--- config.mk ---
export PLATFORM = sky130hd
export DESIGN_NAME = spi_clk_div
export DESIGN_NICKNAME = d
export VERILOG_FILES = /design/src/rtl/spi_clk_pkg.sv /design/src/rtl/spi_clk_ctrl.sv /design/src/rtl/spi_clk_dp.sv /design/src/rtl/spi_clk_div.sv
export SDC_FILE = /design/constraint.sdc
export NUM_CORES = 1
export LEC_CHECK = 0
export BUFFER_PORTS_ARGS = -buffer_cell sky130_fd_sc_hd__buf_4
export CAP_MARGIN = 20
export CORE_AREA = 5 5 79 81
export DETAILED_ROUTE_END_ITERATION = 8
export DIE_AREA = 0 0 84 86
export PLACE_DENSITY = 0.78
export SLEW_MARGIN = 20
export SYNTH_ARGS = -nofsm -noshare
export SYNTH_HDL_FRONTEND = slang
export SYNTH_HIERARCHICAL = 1
export SYNTH_SLANG_ARGS = --single-unit
--- constraint.sdc ---
create_clock -name clk -period 2.8 [get_ports clk]
set_clock_uncertainty 0.1 [all_clocks]
set_input_delay 0.14 -clock clk [delete_from_list [all_inputs] [get_ports clk]]
set_output_delay 0.14 -clock clk [all_outputs]
set_load 0.005 [all_outputs]
--- src/rtl/spi_clk_pkg.sv ---
package spi_clk_pkg;
  typedef struct packed {
    logic run;
    logic bypass;
    logic idleLvl;
    logic setHigh;
    logic setLow;
  } clk_strobe_t;
endpackage

--- src/rtl/spi_clk_ctrl.sv ---
module spi_clk_ctrl
  import spi_clk_pkg::*;
#(
  parameter int PRE_W = 13,
  parameter int CNT_W = 6
) (
  input  logic             clk,
  input  logic             rst_n,
  input  logic [31:0]      cfgDiv,
  input  logic             cpol,
  input  logic             runEn,
  output clk_strobe_t      st,
  output logic [PRE_W-1:0] effPre,
  output logic [CNT_W-1:0] effCount,
  output logic             bypassOut
);
  localparam int PRE_MAX = 1 << PRE_W;
  localparam int CNT_MAX = 1 << CNT_W;

  logic [15:0] preRaw, cntRaw;
  logic [16:0] preClamp, cntClamp;
  logic [PRE_W-1:0] preM1Next, preM1R, preCnt;
  logic [CNT_W-1:0] cntM1Next, highNext, cntM1R, highR, perCnt;
  logic bypNext, bypR, cpolR, tick;

  assign preRaw = cfgDiv[15:0];
  assign cntRaw = cfgDiv[31:16];

  always_comb begin
    if (preRaw == 16'd0)                    preClamp = 17'd1;
    else if ({1'b0, preRaw} > 17'(PRE_MAX)) preClamp = 17'(PRE_MAX);
    else                                    preClamp = {1'b0, preRaw};
    if ({1'b0, cntRaw} > 17'(CNT_MAX))      cntClamp = 17'(CNT_MAX);
    else                                    cntClamp = {1'b0, cntRaw};
    bypNext   = (cntRaw <= 16'd1);
    preM1Next = bypNext ? '0 : PRE_W'(preClamp - 17'd1);
    cntM1Next = bypNext ? '0 : CNT_W'(cntClamp - 17'd1);
    highNext  = bypNext ? '0 : CNT_W'((cntClamp >> 1) - 17'd1);
  end

  assign tick = runEn && !bypR && (preCnt == preM1R);

  always_ff @(posedge clk) begin
    if (!rst_n) begin
      preM1R <= '0; cntM1R <= '0; highR <= '0; bypR <= 1'b1; cpolR <= 1'b0;
      preCnt <= '0; perCnt <= '0;
    end else if (!runEn) begin
      preM1R <= preM1Next; cntM1R <= cntM1Next; highR <= highNext;
      bypR <= bypNext; cpolR <= cpol;
      preCnt <= '0; perCnt <= '0;
    end else if (!bypR) begin
      if (tick) begin
        preCnt <= '0;
        perCnt <= (perCnt == cntM1R) ? '0 : perCnt + 1'b1;
      end else begin
        preCnt <= preCnt + 1'b1;
      end
    end
  end

  assign st.run     = runEn;
  assign st.bypass  = bypR;
  assign st.idleLvl = cpolR;
  assign st.setHigh = tick && (perCnt == highR);
  assign st.setLow  = tick && (perCnt == cntM1R);

  assign effPre    = preM1R;
  assign effCount  = cntM1R;
  assign bypassOut = bypR;

  AST_PRE_IN_RANGE: assert property (@(posedge clk) disable iff (!rst_n)
    preCnt <= preM1R);
  AST_PER_IN_RANGE: assert property (@(posedge clk) disable iff (!rst_n)
    perCnt <= cntM1R);
  AST_HIGH_BEFORE_WRAP: assert property (@(posedge clk) disable iff (!rst_n)
    (runEn && !bypR) |-> (highR < cntM1R));
  AST_NO_DUAL_EDGE: assert property (@(posedge clk) disable iff (!rst_n)
    !(st.setHigh && st.setLow));
endmodule

--- src/rtl/spi_clk_dp.sv ---
module spi_clk_dp
  import spi_clk_pkg::*;
(
  input  logic        clk,
  input  logic        rst_n,
  input  logic        cpol,
  input  clk_strobe_t st,
  output logic        sck,
  output logic        leadEdge,
  output logic        trailEdge
);
  logic sckReg, leadR, trailR;

  always_ff @(posedge clk) begin
    if (!rst_n || !st.run) begin
      sckReg <= cpol;
      leadR  <= 1'b0;
      trailR <= 1'b0;
    end else if (st.bypass) begin
      sckReg <= st.idleLvl;
      leadR  <= 1'b1;
      trailR <= 1'b1;
    end else begin
      leadR  <= st.setHigh;
      trailR <= st.setLow;
      if (st.setHigh)     sckReg <= ~st.idleLvl;
      else if (st.setLow) sckReg <= st.idleLvl;
    end
  end

  assign sck       = (st.run && st.bypass) ? (clk ^ st.idleLvl) : sckReg;
  assign leadEdge  = leadR;
  assign trailEdge = trailR;

  AST_LEAD_SINGLE: assert property (@(posedge clk) disable iff (!rst_n)
    (leadR && !st.bypass) |=> !leadR);
  AST_LEAD_ACTIVE: assert property (@(posedge clk) disable iff (!rst_n)
    (leadR && !st.bypass && st.run) |-> (sckReg != st.idleLvl));
  AST_TRAIL_IDLE: assert property (@(posedge clk) disable iff (!rst_n)
    (trailR && !st.bypass && st.run) |-> (sckReg == st.idleLvl));
  AST_IDLE_LEVEL: assert property (@(posedge clk) disable iff (!rst_n)
    (!st.run && $past(!st.run)) |-> (sckReg == $past(cpol)));
endmodule

--- src/rtl/spi_clk_div.sv ---
module spi_clk_div
  import spi_clk_pkg::*;
#(
  parameter int PRE_W = 13,
  parameter int CNT_W = 6
) (
  input  logic             clk,
  input  logic             rst_n,
  input  logic [31:0]      cfgDiv,
  input  logic             cpol,
  input  logic             runEn,
  output logic             sck,
  output logic             leadEdge,
  output logic             trailEdge,
  output logic [PRE_W-1:0] effPre,
  output logic [CNT_W-1:0] effCount,
  output logic             bypassMode
);
  clk_strobe_t strobes;

  spi_clk_ctrl #(.PRE_W(PRE_W), .CNT_W(CNT_W)) u_ctrl (
    .clk(clk), .rst_n(rst_n), .cfgDiv(cfgDiv), .cpol(cpol), .runEn(runEn),
    .st(strobes), .effPre(effPre), .effCount(effCount), .bypassOut(bypassMode)
  );

  spi_clk_dp u_dp (
    .clk(clk), .rst_n(rst_n), .cpol(cpol), .st(strobes),
    .sck(sck), .leadEdge(leadEdge), .trailEdge(trailEdge)
  );
endmodule

[Word-level counts from Yosys, hierarchy flattened]
Index checks and enable logic that the tools add are counted.
Word-level totals
  bits in registers: 49
Cells by class
  $add $sub $neg: 5
  $lt $le $gt $ge: 3
  equal/unequal tests: 3
  multiplexer cells: 15
  bitwise logic cells: 3
  reduce and logical (&&, ||, !) cells: 13
Operators with widths (number)
  $mux 13: 4
  $mux 6: 3
  $gt 16x14->1 const B: 1
  $gt 16x7->1 const B: 1
  $le 16x1->1 const B: 1
  $logic_not 16->1: 1
  $add 13x1->13 const B: 1
  $eq 13x13->1: 1
  $sub 13x1->13 const B: 1
  $eq 6x6->1: 2
  $sub 6x1->6 const B: 2
  $mux 1: 7
  $mux 7: 1
  $add 6x1->6 const B: 1
  $logic_and 1x1->1: 5
  $reduce_and 2->1: 2
  $reduce_bool 4->1: 1
  $logic_not 1->1: 3
  $not 1->1: 2
  $logic_or 1x1->1: 1
  $xor 1x1->1: 1

[Longest topological paths before layout]
  word-level depth: 8
  gate-level depth with buffers: 10
  depth with buffers taken out: 10

[By module]
The synthesis kept the hierarchy.
Modules (own cells, without submodules)
  spi_clk_ctrl: times used 1, cells an instance 326, area an instance 2718.9 sq um, seq. area each 920.9 sq um
  spi_clk_dp: times used 1, cells an instance 16, area an instance 142.6 sq um, seq. area each 70.1 sq um

==> out/qor.yml <==
status: "completed"
layout-drive-gt1-share_pct: 21.8
dr_wl_met3_um: 402
crit_type: "input pin to register"
core_mm2: 0.00541
synth-async-reset-ratio_pct: 0
worst_path_largest_cell_delay_ns: 0.54
rsz0062_at_grt: "no"
drc: 0
layout_common_cells: "buf_4, dfxtp_1, nand2_1"
rows: 27
period_minus_slack_ns: 2.60
path_max_fanout: 9
synth-edff-count: 1
netlist_area_mm2: 0.00286
p_total_w: 0.00173
syn_nets: 384
hold_viol: 0
wire_per_inst_um: 14.6
pin_count: 59
io_buffers: 58
final_util_pct: 67.9
final_antenna_net_count: 0
track_usage_pct: 20.8
final_common_cell: "buf_4"
vias: 2669
fill_cells: 460
start_util_pct: 52.9
p_leak_nw: 1.47
grt_pass1_vias: 2580
via_per_inst: 5.45
grt_antenna_before_repair: 0
ys_seq_area_share_pct: 34.6
final.setup.tns_ns: 0
syn_avg_cell_area_um2: 8.37
route.met2.wl_um: 3430
antenna_cells: 0
drtIter0Drc: 108
crit_chain: "dlygate4sd3_1, buf_4, or4_4, nor4_2, o21ai_1, ha_1, nand2_1, mux2i_1, a211oi_1, a21o_1"
clk_pin_slew_ns: 0.09
grt_max_degree: 16
cts_setup_buffers: 0
finalSetupViolations: 0
slew_violations: 0
powerDensity_mw_per_mm2: 470
dieArea_mm2: 0.00722
finalNetCount: 459
cts_tree: "built"
first_pass_iters: 4
dp_hpwl_um: 5380
die_y_um: 86
fmax_mhz: 384
period_share_pct: 93.0
worstMarginPinSlew_ns: 0.948
relSlewSlack_pct: 36.8
ys_seq_elements: 49
whs_ns: 0.0198
grt_pass1_wl_um: 12000
crit_family: "simple AND/OR/NAND/NOR gates"
multi_input_area_mm2: 0.00179
synthFlopType: "dfxtp_1"
synth_cell_types: 51
area_growth_pct: 28.3
drv_cap: 0
gp_congestion: 0.941
area.sequential_um2: 991
crit_buf_inv: 2
yosysWarnings: 6
clk_latency_ns: 0.40
worst_ir_drop_vdd_uv: 265
routed.top_layer: "met4"
arrival_ns: 2.86
wl_met1_um: 3230
hp-class: "input pin to register"
start_kind: "input pin"
cpMaxStageDelayCell: "dlygate4sd3_1"
drt-total-wl_um: 7150
grt_overflow: 0
die_w_um: 84
cp-end-kind: "register"
netlist_instances: 342
cp.required_ns: 3.06
## layout make-up
cell class / instances / area share, %
Clock inverter: 2 / 0.954
Tap cell: 72 / 2.45
Clock buffer: 10 / 3.88
Sequential cell: 49 / 27.0
Multi-Input combinational cell: 277 / 48.7
Inverter: 2 / 0.204
Timing Repair Buffer: 78 / 16.8
## state kept, by name, indices dropped and copies added (netlist names), 6 cells and up
signal	flops
u_ctrl/effCount	6
u_ctrl/effPre	13
u_ctrl/highR	6
u_ctrl/perCnt	6
u_ctrl/preCnt	13
## metrics by stage
| step | std cells | cell area [um2] | worst slack (ns) |
|---|---|---|---|
| floorplan | 342 | 2860 | 0.402 |
| global placement | 466 | 3370 | 0.371 |
| detailed placement | 466 | 3370 | 0.292 |
| CTS | 490 | 3670 | 0.246 |
| global route | 490 | 3670 | 0.0724 |
| finish | 490 | 3670 | 0.196 |
## layer usage
metal	GRT usage, %	vias up
met5	0	-
met4	9.21	0
met3	4.80	7
met2	34.6	78
met1	25.6	1202
li1	-	1382
## worst reg2reg max path: cells and delay by family, from the launching register on
family	cells	cell delay, ns
simple gates	4	1.61
flops	1	0.36
xor+xnor	1	0.16
## cells by family (layout without fill, tap and decap cells)
family	after synthesis	in the layout	synth area share, %
flops	49	49	34.6
mux	5	5	1.75
compound gates	57	57	13.9
fa+ha+maj	6	6	2.62
simple gates	160	160	29.2
buf+inv	16	92	2.89
xor+xnor	49	49	15.0
## cell usage after synthesis, types with 2 or more instances
master    count  area [um2]
inv_1         2        7.51
a22o_1        4        35.0
and2_1        3        18.8
a21oi_1       9        45.0
nor3b_1       2        15.0
xor2_1       21         184
mux2i_1       5        50.1
o21ai_0      11        55.1
and3_1        7        43.8
a31oi_1       3        18.8
or2_2         4        25.0
clkbuf_1      8        30.0
or4_4         2        22.5
buf_4         4        30.0
nand3b_1      3        22.5
nor2_1       35         131
nand3_1      19        95.1
nor3_1        7        35.0
nand2b_1      2        12.5
and4_1        2        17.5
o211ai_1      2        15.0
a21o_1        3        22.5
xnor2_1      28         245
nand4_1       9        56.3
nor2b_1       3        18.8
o31ai_1       7        52.6
ha_1          6        75.1
nand2_1      38         143
or4_1         4        30.0
dfxtp_1      48         961
a32oi_1       2        17.5
nor4_1       10        62.6
nor4_2        2        25.0
o21ai_1       7        35.0
or3_1         4        25.0
## repair_timing
item                                    CTS  global route
hold buffers                             13             0
endpoints found under the setup margin    0             0
endpoints found under the hold margin    15             0
gates resized for setup                   0             0
## power breakdown
group / internal, W / switching, W / leakage [nW]
sequential: 0.000733 / 0.0000322 / 0.406
combinational: 0.000146 / 0.000133 / 0.965
clock: 0.000427 / 0.000254 / 0.0958
total: 0.00131 / 0.000420 / 1.47
## worst paths after layout
kind | startpoint | endpoint | slack, ns | depth (start not counted)
worst max-delay path | cfgDiv[3] | u_ctrl/effPre[10] | 0.20 | 10
worst min-delay path | cfgDiv[16] | u_ctrl/effCount[0] | 0.02 | 3
worst max register to register | u_ctrl/effPre[11] | u_ctrl/preCnt[0] | 0.44 | 5
worst min register to register | u_ctrl/highR[2] | u_ctrl/highR[2] | 0.39 | 2
Note: power is estimated with default switching activity, not from simulation.
